<file path="src/rtl/i2c_mem_pkg.sv">
package i2c_mem_pkg;
  localparam logic [3:0] DEV_PREFIX = 4'b1010;
  localparam int         BYTE_BITS  = 8;

  typedef enum logic [2:0] {
    S_IDLE,   // ignoring the bus until a start
    S_RX,     // shifting in a byte from the master
    S_ACK,    // ninth clock after a byte
    S_TX,     // shifting out a read byte
    S_MACK    // sampling the master's acknowledge
  } st_t;

  typedef enum logic [1:0] {
    PH_DEV,   // select byte
    PH_WADR,  // word address byte
    PH_WDAT,  // write data bytes
    PH_RD     // read data bytes
  } ph_t;
endpackage

</file>
<file path="src/rtl/i2c_line_sync.sv">
module i2c_line_sync #(
  parameter int STAGES = 2
) (
  input  logic clk,
  input  logic rst_n,
  input  logic din,
  output logic lvl,
  output logic rise,
  output logic fall
);
  logic [STAGES:0] pipe;

  always_ff @(posedge clk or negedge rst_n) begin
    if (!rst_n) pipe <= '1;
    else        pipe <= {pipe[STAGES-1:0], din};
  end

  assign lvl  = pipe[STAGES-1];
  assign rise = pipe[STAGES-1] & ~pipe[STAGES];
  assign fall = ~pipe[STAGES-1] & pipe[STAGES];
endmodule

</file>
<file path="src/rtl/i2c_bus_cond.sv">
module i2c_bus_cond (
  input  logic scl_lvl,
  input  logic sda_rise,
  input  logic sda_fall,
  output logic bus_start,
  output logic bus_stop
);
  // Both lines pass through equal-depth synchronisers, so the SDA edge
  // lines up with the SCL level that held when it happened.
  assign bus_start = sda_fall & scl_lvl;
  assign bus_stop  = sda_rise & scl_lvl;
endmodule

</file>
<file path="src/rtl/i2c_dev_match.sv">
module i2c_dev_match
  import i2c_mem_pkg::*;
#(
  parameter int ADDR_W = 9,
  localparam int HI_W  = ADDR_W - BYTE_BITS
) (
  input  logic [7:1]      dev_bits,
  input  logic [1:0]      strap,
  output logic            hit,
  output logic [HI_W-1:0] hi
);
  generate
    if (HI_W == 1) begin : g_two_straps
      assign hit = (dev_bits[7:4] == DEV_PREFIX) && (dev_bits[3:2] == strap);
      assign hi  = dev_bits[1:1];
    end else begin : g_one_strap
      logic unused_strap;
      assign unused_strap = strap[0];
      assign hit = (dev_bits[7:4] == DEV_PREFIX) && (dev_bits[3] == strap[1]);
      assign hi  = dev_bits[2:1];
    end
  endgenerate
endmodule

</file>
<file path="src/rtl/i2c_mem_slave.sv">
module i2c_mem_slave
  import i2c_mem_pkg::*;
#(
  parameter int MEM_BYTES   = 512,
  parameter int SYNC_STAGES = 2,
  localparam int ADDR_W     = $clog2(MEM_BYTES),
  localparam int HI_W       = ADDR_W - BYTE_BITS
) (
  input  logic              clk,
  input  logic              rst_n,
  input  logic              scl_i,
  input  logic              sda_i,
  input  logic [1:0]        strap_sel,
  input  logic              write_busy,
  output logic              sda_oe,
  output logic              addr_ld,
  output logic [ADDR_W-1:0] addr_ld_val,
  output logic              wr_valid,
  input  logic              wr_ready,
  output logic [7:0]        wr_data,
  output logic              wr_commit,
  output logic              rd_ready,
  input  logic              rd_valid,
  input  logic [7:0]        rd_data
);
  // index 1 carries SCL, index 0 carries SDA
  logic [1:0] raw_in, lv, rs, fl;
  assign raw_in = {scl_i, sda_i};

  for (genvar g = 0; g < 2; g++) begin : g_sync
    i2c_line_sync #(.STAGES(SYNC_STAGES)) u_sync (
      .clk  (clk),
      .rst_n(rst_n),
      .din  (raw_in[g]),
      .lvl  (lv[g]),
      .rise (rs[g]),
      .fall (fl[g])
    );
  end

  logic scl_lvl, scl_rise, scl_fall, sda_lvl;
  assign scl_lvl  = lv[1];
  assign scl_rise = rs[1];
  assign scl_fall = fl[1];
  assign sda_lvl  = lv[0];

  logic bus_start, bus_stop;
  i2c_bus_cond u_cond (
    .scl_lvl  (scl_lvl),
    .sda_rise (rs[0]),
    .sda_fall (fl[0]),
    .bus_start(bus_start),
    .bus_stop (bus_stop)
  );

  st_t            st;
  ph_t            ph;
  logic [3:0]     cnt;
  logic [7:0]     sh;
  logic [7:0]     rbuf;
  logic           rw;
  logic [HI_W-1:0] hi;
  logic           wr_taken, wrote_any, rd_req;

  logic            dev_hit;
  logic [HI_W-1:0] dev_hi;
  i2c_dev_match #(.ADDR_W(ADDR_W)) u_match (
    .dev_bits(sh[7:1]),
    .strap   (strap_sel),
    .hit     (dev_hit),
    .hi      (dev_hi)
  );

  logic       wr_hs, rd_hs;
  logic [7:0] rd_next;
  assign wr_hs    = wr_valid & wr_ready;
  assign rd_hs    = rd_req & rd_valid;
  assign rd_next  = rd_hs ? rd_data : rbuf;
  assign rd_ready = rd_req;

  always_ff @(posedge clk or negedge rst_n) begin
    if (!rst_n) begin
      st          <= S_IDLE;
      ph          <= PH_DEV;
      cnt         <= '0;
      sh          <= '0;
      rbuf        <= '1;
      rw          <= 1'b0;
      hi          <= '0;
      sda_oe      <= 1'b0;
      addr_ld     <= 1'b0;
      addr_ld_val <= '0;
      wr_valid    <= 1'b0;
      wr_data     <= '0;
      wr_taken    <= 1'b0;
      wrote_any   <= 1'b0;
      wr_commit   <= 1'b0;
      rd_req      <= 1'b0;
    end else begin
      addr_ld   <= 1'b0;
      wr_commit <= 1'b0;
      if (wr_hs) begin
        wr_valid <= 1'b0;
        wr_taken <= 1'b1;
      end
      if (rd_hs) begin
        rd_req <= 1'b0;
        rbuf   <= rd_data;
      end

      if (bus_stop) begin
        st        <= S_IDLE;
        sda_oe    <= 1'b0;
        wr_valid  <= 1'b0;
        rd_req    <= 1'b0;
        wr_commit <= wrote_any;
        wrote_any <= 1'b0;
      end else if (bus_start) begin
        st        <= S_RX;
        ph        <= PH_DEV;
        cnt       <= '0;
        sda_oe    <= 1'b0;
        wr_valid  <= 1'b0;
        rd_req    <= 1'b0;
        wrote_any <= 1'b0;
      end else begin
        unique case (st)
          S_RX: begin
            if (scl_rise && cnt != 4'd8) begin
              sh  <= {sh[6:0], sda_lvl};
              cnt <= cnt + 4'd1;
              if (cnt == 4'd7 && ph == PH_WDAT) begin
                wr_valid <= 1'b1;
                wr_data  <= {sh[6:0], sda_lvl};
                wr_taken <= 1'b0;
              end
            end else if (scl_fall && cnt == 4'd8) begin
              unique case (ph)
                PH_DEV: begin
                  if (dev_hit && !write_busy) begin
                    sda_oe <= 1'b1;
                    st     <= S_ACK;
                    rw     <= sh[0];
                    hi     <= dev_hi;
                    if (sh[0]) begin
                      rd_req <= 1'b1;
                      rbuf   <= '1;
                    end
                  end else begin
                    st <= S_IDLE;
                  end
                end
                PH_WADR: begin
                  sda_oe      <= 1'b1;
                  st          <= S_ACK;
                  addr_ld     <= 1'b1;
                  addr_ld_val <= {hi, sh};
                end
                default: begin
                  if (wr_taken || wr_hs) begin
                    sda_oe    <= 1'b1;
                    st        <= S_ACK;
                    wrote_any <= 1'b1;
                  end else begin
                    st       <= S_IDLE;
                    wr_valid <= 1'b0;
                  end
                end
              endcase
            end
          end
          S_ACK: begin
            if (scl_fall) begin
              cnt <= '0;
              if (ph == PH_RD || (ph == PH_DEV && rw)) begin
                st     <= S_TX;
                ph     <= PH_RD;
                sda_oe <= ~rd_next[7];
                rbuf   <= rd_next;
                rd_req <= 1'b0;
              end else begin
                st     <= S_RX;
                sda_oe <= 1'b0;
                ph     <= (ph == PH_DEV) ? PH_WADR : PH_WDAT;
              end
            end
          end
          S_TX: begin
            if (scl_fall) begin
              if (cnt == 4'd7) begin
                sda_oe <= 1'b0;
                st     <= S_MACK;
              end else begin
                sda_oe <= ~rbuf[6];
                rbuf   <= {rbuf[6:0], 1'b1};
                cnt    <= cnt + 4'd1;
              end
            end
          end
          S_MACK: begin
            if (scl_rise) begin
              if (!sda_lvl) begin
                st     <= S_ACK;
                rd_req <= 1'b1;
                rbuf   <= '1;
              end else begin
                st <= S_IDLE;
              end
            end
          end
          default: ;
        endcase
      end
    end
  end
endmodule

</file>
<file path="config.mk">
export PLATFORM = sky130hd
export DESIGN_NAME = i2c_mem_slave
export DESIGN_NICKNAME = d
export VERILOG_FILES = /design/src/rtl/i2c_mem_pkg.sv /design/src/rtl/i2c_line_sync.sv /design/src/rtl/i2c_bus_cond.sv /design/src/rtl/i2c_dev_match.sv /design/src/rtl/i2c_mem_slave.sv
export SDC_FILE = /design/constraint.sdc
export NUM_CORES = 1
export LEC_CHECK = 0
export ABC_AREA = 1
export BUFFER_PORTS_ARGS = -buffer_cell sky130_fd_sc_hd__buf_2
export CORE_ASPECT_RATIO = 0.8
export CORE_UTILIZATION = 55
export DETAILED_ROUTE_END_ITERATION = 7
export PLACE_DENSITY = 0.82
export SETUP_SLACK_MARGIN = 0.3
export SLEW_MARGIN = 20
export SYNTH_ARGS = -nofsm -noshare
export SYNTH_HDL_FRONTEND = slang
export SYNTH_SLANG_ARGS = --single-unit
</file>
<file path="constraint.sdc">
create_clock -name clk -period 2.45 [get_ports clk]
set_input_delay 0.735 -clock clk [delete_from_list [all_inputs] [get_ports clk]]
set_output_delay 0.735 -clock clk [all_outputs]
set_load 0.05 [all_outputs]
</file>
==> results of run 1 <==
## worst min path at each step
stage	start	to	slack [ns]	depth (start not counted)
5_1_grt	g_sync[0].u_sync.pipe[0]$_DFF_PN1_	g_sync[0].u_sync.pipe[1]$_DFF_PN1_	0.36	0
2_1_floorplan	g_sync[0].u_sync.pipe[0]$_DFF_PN1_	g_sync[0].u_sync.pipe[1]$_DFF_PN1_	0.35	0
3_3_place_gp	g_sync[1].u_sync.pipe[0]$_DFF_PN1_	g_sync[1].u_sync.pipe[1]$_DFF_PN1_	0.35	0
3_5_place_dp	g_sync[0].u_sync.pipe[0]$_DFF_PN1_	g_sync[0].u_sync.pipe[1]$_DFF_PN1_	0.35	0
4_1_cts	g_sync[0].u_sync.pipe[0]$_DFF_PN1_	g_sync[0].u_sync.pipe[1]$_DFF_PN1_	0.36	0
6_report	g_sync[0].u_sync.pipe[0]$_DFF_PN1_	g_sync[0].u_sync.pipe[1]$_DFF_PN1_	0.36	0
## cells in the final DEF, fill, tap and decap left out, drive strengths merged, types with 8 or more instances in the layout
cell,count
clkbuf,10
dfrtp,43
inv,65
nand3,50
o21ai,29
nor2,48
buf,40
a21oi,8
nand2,149
dfstp,14
## report_power, final
part	switching (mW)	internal (mW)	leakage (nW)	total [mW]
sequential	0.178	1.19	0.731	1.37
clock	0.368	0.489	0.0981	0.857
combinational	1.07	0.522	1.20	1.59
total	1.62	2.20	2.03	3.82
## layer usage
metal | global-route usage [%] | up-vias
li1 | - | 1442
met1 | 38.66 | 1365
met2 | 35.90 | 127
met3 | 7.604 | 4
met4 | 5.197 | 0
met5 | 0 | -
## sequential cells by signal (all words and copies together) (netlist names), 2 cells and up
name and cells:
addr_ld_val 9, rbuf 8, sh 8, wr_data 8, g_sync.u_sync.pipe 6, cnt 4, st 3, ph 2
## per-stage QoR
stage	cell area (µm²)	setup WS, ns	util, %
finish	3740	0.5005	66.60
global route	3740	0.4453	66.60
CTS	3740	0.4895	66.60
detailed placement	3546	0.5737	63.15
global placement	3546	0.6253	63.15
floorplan	3297	0.7899	-
## final cells by class
class / count / area share [%]
Clock inverter: 5 / 1.506
Multi-Input combinational cell: 303 / 41.15
Clock buffer: 10 / 3.680
Tap cell: 78 / 2.610
Sequential cell: 57 / 38.61
Inverter: 66 / 6.624
Timing Repair Buffer: 40 / 5.821
## cell usage after synthesis (all sizes together)
| master | number |
|---|---|
| a31oi | 2 |
| o21ai | 29 |
| a21oi | 8 |
| nand2 | 149 |
| ha | 2 |
| dfstp | 14 |
| nand4 | 5 |
| o21bai | 1 |
| nor4 | 1 |
| buf | 7 |
| or2 | 1 |
| nor3 | 3 |
| xor2 | 1 |
| inv | 65 |
| dfrtp | 43 |
| a211oi | 1 |
| clkinv | 1 |
| nor2 | 48 |
| nand3 | 50 |
| o211ai | 2 |
## cells by family after synthesis
family	share of synthesized area, %
and+or+nand+nor	35.83
AOI/OAI and AO/OA	9.829
DFF	43.79
xor gates and xnor gates	0.2657
adders and majority gates	0.7589
buffers and inverters	9.526
==> flow_metrics.py, run 1 <==
metrics = {
    "cells_and_area": {
        "drive_above_1_share_pct": 27.44,
        "register_area_mm2": 0.001444,
        "diodes": 0,
        "fill_cells": 492,
        "layout.nets": 496,
        "fin_cells": 559,
        "syn_to_final_growth_pct": 13.43,
        "multi_input_area_mm2": 0.001539,
    },
    "global_route": {
        "overflow": 0,
        "grt_antenna_before_repair": 0,
        "grt_first_pass_wirelength_um": 12140,
        "grtUsageTotal_pct": 25.42,
        "grt_pass1_vias": 2595,
        "grt_max_degree": 58,
    },
    "yosys": {
        "ys_top_cells_by_area": "dfrtp_1 (33%), nand2_1 (15%), dfstp_2 (11%), nand3_1 (7.0%), inv_1 (6.5%)",
        "syn_avg_cell_area_um2": 7.614,
        "synth_top_cell_by_area": "dfrtp_1",
        "synth-seq-area-share_pct": 43.80,
        "synth_top_area_share_pct": 32.64,
        "syn_area_mm2": 0.003297,
        "yosysWarnings": 0,
        "synth.net_count": 452,
        "synth_cell_types": 33,
        "synth_seq_cells": 57,
        "synth_cells": 433,
    },
    "critical_path": {
        "critPathLaunch": "rd_ready$_DFF_PN0_",
        "cp.arrival_ns": 1.21,
        "worstSetupEndpoint": "rd_ready",
        "crit_path_start_kind": "flop",
        "required_ns": 1.71,
        "crit_cells": 1,
        "endpoint_kind": "output pin",
        "cp_slowest_cell": "dfrtp_1",
        "rr_startpoint": "g_sync[0].u_sync.pipe[1]$_DFF_PN1_",
        "crit_family": "flip-flops",
        "rrSetupSlack_ns": 0.69,
        "path_class": "reg2out",
        "crit_buf_inv": 1,
        "rr_worst_depth": 7,
        "crit_chain": "buf_2",
        "crit_path_max_fanout": 10,
        "timing.rr.end": "wr_data[4]$_DFFE_PN0P_",
        "slowest_delay_ns": 0.54,
    },
    "sta": {
        "max_freq_ghz": 0.5130,
        "layout_min_cycle_time_ns": 1.949,
        "rsz0062_at_grt": "false",
        "tns_ns": 0,
        "slew_viol_final": 0,
        "finalHoldViolCount": 0,
        "timing.slew.headroom_pct": 73.97,
        "holdWs_ns": 0.3563,
        "fin_skew_ns": 0.007741,
        "finalCritPeriodShare_pct": 79.57,
        "setup_viol_count_final": 0,
        "worstMarginPinSlew_ns": 0.3891,
    },
    "route": {
        "dr_wl_met2_um": 3126,
        "routed_wirelength_um": 7126,
        "dr.pass1.iters": 5,
        "routed.top_layer": "met4",
        "antenna_left": 0,
        "m1WireLength_um": 3498,
        "avgRoutedWirePerCell_um": 12.75,
        "via_per_inst": 5.256,
        "vias": 2938,
        "drc": 0,
        "dr.first_iter.drc_count": 252,
        "route.met3.wl_um": 480,
    },
    "die": {
        "start_util_pct": 58.71,
        "fp.dieW_um": 88.56,
        "row_count": 24,
        "dieArea_mm2": 0.006310,
        "core_area_mm2": 0.005615,
        "io_pins": 39,
        "die_height_um": 71.25,
    },
    "place": {
        "detailed_place_hpwl_um": 5294,
        "place_inst": 544,
        "gp_congestion": 0.9523,
        "port_buffers": 38,
    },
    "pwr": {
        "power.density_mw_per_mm2": 1021,
        "p_total_mw": 3.818,
        "peakVddDrop_v": 0.0004982,
        "p_leak_nw": 2.034,
    },
    "job": {
        "cap_violations": 0,
    },
    "cts": {
        "clock_sinks": 57,
        "cts_tree": "built",
        "htreeDepth": 3,
        "numCtsBuffers": 9,
        "cts_setup_buffers": 0,
        "post_cts_resized": 0,
        "clock_latency_ns": 0.34,
        "cts_root_buffer": "clkbuf_8",
        "path_clk_slew_ns": 0.06,
        "cts_buffer_depth": 2,
        "cts_hold_buffers": 0,
    },
    "min_path": {
        "hold_class": "reg2reg",
    },
    "run_status": {
        "status": "complete, no violations",
    },
}
No activity file was read; power rests on OpenSTA's default activity.
==> run 2, diff against run 1 <==
--- a/config.mk
+++ b/config.mk
@@ -8,7 +8,7 @@
 export ABC_AREA = 1
 export BUFFER_PORTS_ARGS = -buffer_cell sky130_fd_sc_hd__buf_2
 export CORE_ASPECT_RATIO = 0.8
-export CORE_UTILIZATION = 55
+export CORE_UTILIZATION = 53
 export DETAILED_ROUTE_END_ITERATION = 7
 export PLACE_DENSITY = 0.82
 export SETUP_SLACK_MARGIN = 0.3
==> constraint.sdc (replaced) <==
create_clock -name clk -period 1.6 [get_ports clk]
set_input_delay 0.48 -clock clk [delete_from_list [all_inputs] [get_ports clk]]
set_output_delay 0.48 -clock clk [all_outputs]
set_load 0.05 [all_outputs]
==> run 2 against run 1 <==
Clock power is 110% higher. Critical endpoint is now st[2]$_DFFE_PN0P_. The run now ends with DRC, setup timing left. Cell count grew 13%. Non-clock buffer count up 66. Flip-flop and latch count unchanged. Clock skew grew 0.0092 ns. First-iteration DRC count grew to 2.5 times the previous value. Largest cell class unchanged.
==> flow_metrics.py, run 2 (synthesis gave the netlist of run 1 again) <==
metrics = {
    "die": {
        "io_pins": 39,
        "dieArea_mm2": 0.006542,
        "start_util_pct": 55.47,
        "row_count": 25,
        "fp.dieW_um": 90.18,
        "die_height_um": 72.55,
        "core_area_mm2": 0.005943,
    },
    "pwr": {
        "power.share.switching_pct": 45.73,
        "internal-power_mw": 4.315,
        "peakVddDrop_v": 0.001130,
        "p_sw_mw": 3.636,
        "power_frac_seq_pct": 27.9,
        "p_leak_nw": 2.476,
        "pwr-share-comb_pct": 49.9,
        "pwr-share-clk_pct": 22.2,
        "power.density_mw_per_mm2": 1626,
    },
    "sta": {
        "finalHoldViolCount": 0,
        "worstMarginPinSlew_ns": 0.3768,
        "rsz0062_at_grt": "true",
        "finalCritPeriodShare_pct": 113.0,
        "timing.slew.headroom_pct": 74.88,
        "setup_viol_count_final": 47,
        "max_freq_ghz": 0.5533,
        "slew_viol_final": 0,
        "fin_skew_ns": 0.01694,
        "layout_min_cycle_time_ns": 1.807,
        "fin_ws_ns": -0.2073,
    },
    "global_route": {
        "grt_max_degree": 58,
        "overflow": 0,
        "grt_first_pass_wirelength_um": 17070,
        "grt_pass1_vias": 3484,
        "grtUsageTotal_pct": 34.51,
        "grt_antenna_before_repair": 0,
    },
    "critical_path": {
        "crit_path_max_fanout": 6,
        "crit_path_start_kind": "flop",
        "required_ns": 1.85,
        "path_class": "reg2reg",
        "cp.arrival_ns": 2.06,
        "rr_worst_depth": 8,
        "rr_startpoint": "st[1]$_DFFE_PN0P_",
        "rrSetupSlack_ns": -0.21,
        "endpoint_kind": "flop",
        "timing.rr.end": "st[2]$_DFFE_PN0P_",
    },
    "cts": {
        "numCtsBuffers": 9,
        "htreeDepth": 3,
        "clock_latency_ns": 0.36,
        "clock_sinks": 57,
        "cts_tree": "built",
        "cts_buffer_depth": 2,
        "path_clk_slew_ns": 0.08,
        "cts_hold_buffers": 0,
        "cts_root_buffer": "clkbuf_8",
    },
    "place": {
        "detailed_place_hpwl_um": 5752,
        "place_inst": 568,
        "gp_congestion": 0.8916,
        "place_ws_ns": -0.1649,
        "port_buffers": 38,
    },
    "cells_and_area": {
        "layout_commonest_cell": "nand2_1",
        "layout.nets": 565,
        "largest_reg_flops": 9,
        "syn_to_final_growth_pct": 48.35,
        "diodes": 0,
        "top_register": "addr_ld_val",
        "drive_above_1_share_pct": 48.28,
        "final_cell_mix": "nand2_1 (113), buf_4 (57), inv_1 (48), dfrtp_1 (38), nand3_1 (36)",
        "fin_cells": 632,
    },
    "min_path": {
        "hold_class": "in2async",
    },
    "route": {
        "vias": 3975,
        "via_per_inst": 6.290,
        "dr.pass1.iters": 8,
        "dr.first_iter.drc_count": 642,
        "antenna_left": 0,
        "routed_wirelength_um": 13780,
        "drc": 32,
        "avgRoutedWirePerCell_um": 21.80,
    },
    "job": {
        "cap_violations": 0,
    },
    "run_status": {
        "status": "finished with violations",
        "violations": "DRC, setup timing",
    },
}
==> run 2: cell types whose count changed in the layout (fill, tap and decap cells not counted), moves of 7 or more <==
cell,change
buf_2,-22
buf_4,+56
buf_6,+29
inv_1,-9
nand2_1,-23
nand2_2,+16
nand2_4,+7
nand3_1,-10
nor2_1,-7
nor2_4,+9
==> run 2: power by group through the flow <==
stage / Combinational (mW) / Sequential (mW) / Clock [mW]
5_1_grt: 4.15 / 2.24 / 1.82
3_5_place_dp: 2.69 / 2.12 / 0
3_3_place_gp: 2.61 / 2.10 / 0
6_report: 3.97 / 2.22 / 1.76
2_1_floorplan: 1.99 / 2.10 / 0
4_1_cts: 3.17 / 2.15 / 1.74
==> run 2: timing repair <==
item,4_1_cts,5_1_grt
cloned,3,0
setup endpoints to repair,72,72
pin swaps,18,22
gates resized for setup,102,44
setup buffers,26,19
==> run 2: metrics by stage <==
step	cell area, µm²	hold slack (ns)	setup TNS [ns]	utilization [%]	total power, mW
floorplan	3358	0.1844	0	-	4.084
global placement	3759	0.3463	-0.1936	63.24	4.712
detailed placement	3759	0.3468	-1.365	63.24	4.814
CTS	4577	0.1222	0	77.01	7.054
global route	4891	0.1412	-7.172	82.29	8.215
finish	4891	0.1088	-5.341	82.29	7.952
==> run 2: layout make-up <==
| cell class | instances | area [µm²] |
|---|---|---|
| multi-input cells | 306 | 1912 |
| flip-flops and latches | 57 | 1450 |
| fillers | 304 | 1052 |
| repair buffers | 106 | 904.6 |
| inverters | 66 | 270.3 |
| clock buffers | 10 | 137.6 |
| clock inverters | 6 | 115.1 |
| well taps | 81 | 101.3 |
==> run 2: routing by layer <==
layer  part of all wire (%)  global-route usage (%)  wire [µm]  vias to the layer above
li1                       -                       -          -                     1590
met1                     33                   41.84       4608                     1809
met2                     43                   54.20       5982                      421
met3                     14                   10.69       1918                      155
met4                    9.2                   22.40       1269                        0
met5                      0                       0          0                        -
==> run 2: critical path, stage by stage, from the launching register on <==
cell and delay (ns):
dfrtp_2 0.47, nand2_1 0.12, nor2_4 0.25, buf_4 0.23, nand4_1 0.24, nand3_2 0.19
nor2_4 0.07, nand3_1 0.07, nand2_1 0.06
==> run 2: worst max-delay path by stage <==
stage,startpoint,end,slack (ns)
final,st[1]$_DFFE_PN0P_,st[2]$_DFFE_PN0P_,-0.21
after global routing,cnt[2]$_DFFE_PN0P_,st[1]$_DFFE_PN0P_,-0.25
after CTS,g_sync[1].u_sync.pipe[1]$_DFF_PN1_,st[1]$_DFFE_PN0P_,0.03
after detailed placement,cnt[0]$_DFFE_PN0P_,wr_data[7]$_DFFE_PN0P_,-0.16
after global placement,cnt[0]$_DFFE_PN0P_,wr_data[1]$_DFFE_PN0P_,-0.03
after floorplan,g_sync[0].u_sync.pipe[1]$_DFF_PN1_,wr_data[6]$_DFFE_PN0P_,0.12
==> run 3, diff against run 2 <==
--- a/config.mk
+++ b/config.mk
@@ -8,7 +8,7 @@
 export ABC_AREA = 1
 export BUFFER_PORTS_ARGS = -buffer_cell sky130_fd_sc_hd__buf_2
 export CORE_ASPECT_RATIO = 0.8
-export CORE_UTILIZATION = 53
+export CORE_UTILIZATION = 55
 export DETAILED_ROUTE_END_ITERATION = 7
 export PLACE_DENSITY = 0.82
 export SETUP_SLACK_MARGIN = 0.3
==> constraint.sdc (replaced) <==
create_clock -name clk -period 2 [get_ports clk]
set_input_delay 0.6 -clock clk [delete_from_list [all_inputs] [get_ports clk]]
set_output_delay 0.6 -clock clk [all_outputs]
set_load 0.05 [all_outputs]
==> run 3 against run 2 <==
The flow now finishes without violations. Combinational power is 41% lower. Clock skew is 0.0060 ns lower. Utilization is 10 points lower. Flip-flop and latch count stayed put. First-iteration DRC count is 32% lower. Critical path depth is 1 lower. Wire length is 38% lower. Sequential power is 23% lower.
==> flow_metrics.py, run 3 (synthesis gave the netlist of run 1 again) <==
metrics = {
    "sta": {
        "setup_viol_count_final": 0,
        "finalHoldViolCount": 0,
        "finalCritPeriodShare_pct": 87.83,
        "fin_ws_ns": 0.2434,
        "fin_skew_ns": 0.01094,
        "rsz0062_at_grt": "true",
        "tns_ns": 0,
        "max_freq_ghz": 0.5693,
        "layout_min_cycle_time_ns": 1.757,
        "worstMarginPinSlew_ns": 0.3447,
        "slew_viol_final": 0,
        "timing.slew.headroom_pct": 76.94,
    },
    "cts": {
        "clock_sinks": 57,
        "cts_buffer_depth": 2,
        "clock_latency_ns": 0.35,
        "cts_tree": "built",
        "htreeDepth": 3,
        "cts_root_buffer": "clkbuf_8",
        "numCtsBuffers": 9,
        "path_clk_slew_ns": 0.07,
    },
    "cells_and_area": {
        "syn_to_final_growth_pct": 23.19,
        "utilization_pct": 72.33,
        "final_area_mm2": 0.004061,
        "layout.nets": 515,
        "layout_commonest_cell": "nand2_1",
        "top_register": "addr_ld_val",
        "final_cell_mix": "nand2_1 (135), inv_1 (54), nand3_1 (43), dfrtp_1 (40), buf_2 (37)",
        "fill_cells": 429,
        "diodes": 0,
        "largest_reg_flops": 9,
        "fin_cells": 579,
        "drive_above_1_share_pct": 33.53,
    },
    "critical_path": {
        "required_ns": 2.28,
        "crit_path_start_kind": "flop",
        "crit_family": "simple AND/OR/NAND/NOR gates",
        "slowest_delay_ns": 0.46,
        "endpoint_kind": "flop",
        "path_class": "reg2reg",
        "cp_slowest_cell": "dfrtp_1",
        "crit_path_max_fanout": 6,
        "crit_buf_inv": 1,
        "rrSetupSlack_ns": 0.24,
        "critical_path.most_common_cell": "nand2_1",
        "cp.arrival_ns": 2.04,
        "crit_chain": "nor2_1 -> nand2_1 -> inv_1 -> nand2_1 -> a31oi_1 -> nand3_1 -> nand2_1",
    },
    "die": {
        "dieArea_mm2": 0.006310,
        "die_height_um": 71.25,
        "core_area_mm2": 0.005615,
        "row_count": 24,
        "fp.dieW_um": 88.56,
        "start_util_pct": 58.71,
        "io_pins": 39,
    },
    "place": {
        "dpl-instance-area_mm2": 0.003546,
        "place_ws_ns": 0.2333,
        "detailed_place_hpwl_um": 5517,
        "port_buffers": 38,
        "gp_congestion": 0.9167,
        "place_inst": 544,
    },
    "min_path": {
        "hold_class": "in2async",
    },
    "pwr": {
        "power.density_mw_per_mm2": 1243,
        "peakVddDrop_v": 0.0007380,
        "p_leak_nw": 2.106,
    },
    "route": {
        "antenna_left": 0,
        "dr.first_iter.drc_count": 436,
        "avgRoutedWirePerCell_um": 14.78,
        "drc": 0,
        "via_per_inst": 5.427,
        "routed_wirelength_um": 8556,
        "dr.pass1.iters": 5,
        "vias": 3142,
    },
    "job": {
        "cap_violations": 0,
    },
    "global_route": {
        "grt_pass1_vias": 2672,
        "overflow": 0,
        "grt_max_degree": 58,
        "grt_antenna_before_repair": 0,
        "grt_first_pass_wirelength_um": 12840,
        "grtUsageTotal_pct": 27.10,
    },
    "run_status": {
        "status": "complete, no violations",
    },
}
==> run 3: changes by cell type in the layout (fill, tap and decap cells not counted), sizes merged <==
cell / change
clkinv: -2
bufinv: -3
inv: +1
buf: -47
clkinvlp: +4
nand2: -3
==> run 3: per-layer routing <==
metal	routed length [µm]	part of all wire [%]	track usage, %	up-vias
li1	-	-	-	1485
met4	170	2.0	7.885	0
met3	695	8.1	7.949	25
met2	3979	47	38.21	159
met1	3710	43	40.55	1473
met5	0	0	0	-
==> run 3: path summary, 6_finish.rpt <==
path                                                 endpoint  cells after the start                                from
hold reg to reg            g_sync[1].u_sync.pipe[1]$_DFF_PN1_                      0  g_sync[1].u_sync.pipe[0]$_DFF_PN1_
hold / removal                              sh[6]$_DFFE_PN0P_                      2                               rst_n
setup / recovery                            st[1]$_DFFE_PN0P_                      7                   st[0]$_DFFE_PN0P_
max in group asynchronous                   rbuf[5]$_DFF_PN1_                      2                               rst_n
setup reg to reg                            st[1]$_DFFE_PN0P_                      7                   st[0]$_DFFE_PN0P_
min in group clk           g_sync[0].u_sync.pipe[0]$_DFF_PN1_                      1                               sda_i
==> run 3: repair_timing <==
action / 4_1_cts / 5_1_grt
gates resized for setup: 7 / 33
endpoints found under the hold margin: 0 / 0
endpoints found under the setup margin: 13 / 45
pin swaps: 2 / 10
setup buffers: 0 / 19
hold buffers: 0 / 0
==> run 3: worst reg2reg max path: cells and delay by family, from the launching register on <==
| family | cells | cell delay, ns |
|---|---|---|
| buf+inv | 1 | 0.24 |
| flops | 1 | 0.46 |
| simple gates | 5 | 0.78 |
| compound gates | 1 | 0.20 |
==> run 3: area by class of cell <==
cell class                      count  area, µm²  share of cell area (%)
Clock inverter                      6      42.54                   1.047
Multi-Input combinational cell    303       1692                   41.65
Clock buffer                       10      137.6                   3.389
Inverter                           66      256.5                   6.315
Sequential cell                    57       1448                   35.64
Timing Repair Buffer               59      387.9                   9.550
Tap cell                           78      97.59                   2.403
==> run 3: per-stage QoR <==
step           power, mW  hold slack, ns
2_1_floorplan      3.210          0.3044
3_3_place_gp       3.567          0.3457
3_5_place_dp       3.644          0.3479
4_1_cts            4.637          0.2499
5_1_grt            5.395          0.2752
6_report           5.048          0.2410
==> run 3: power breakdown <==
part	internal [mW]	leakage (nW)	switching [mW]
logic	0.825	1.30	1.54
clock network	0.481	0.0786	0.495
registers	1.46	0.726	0.245
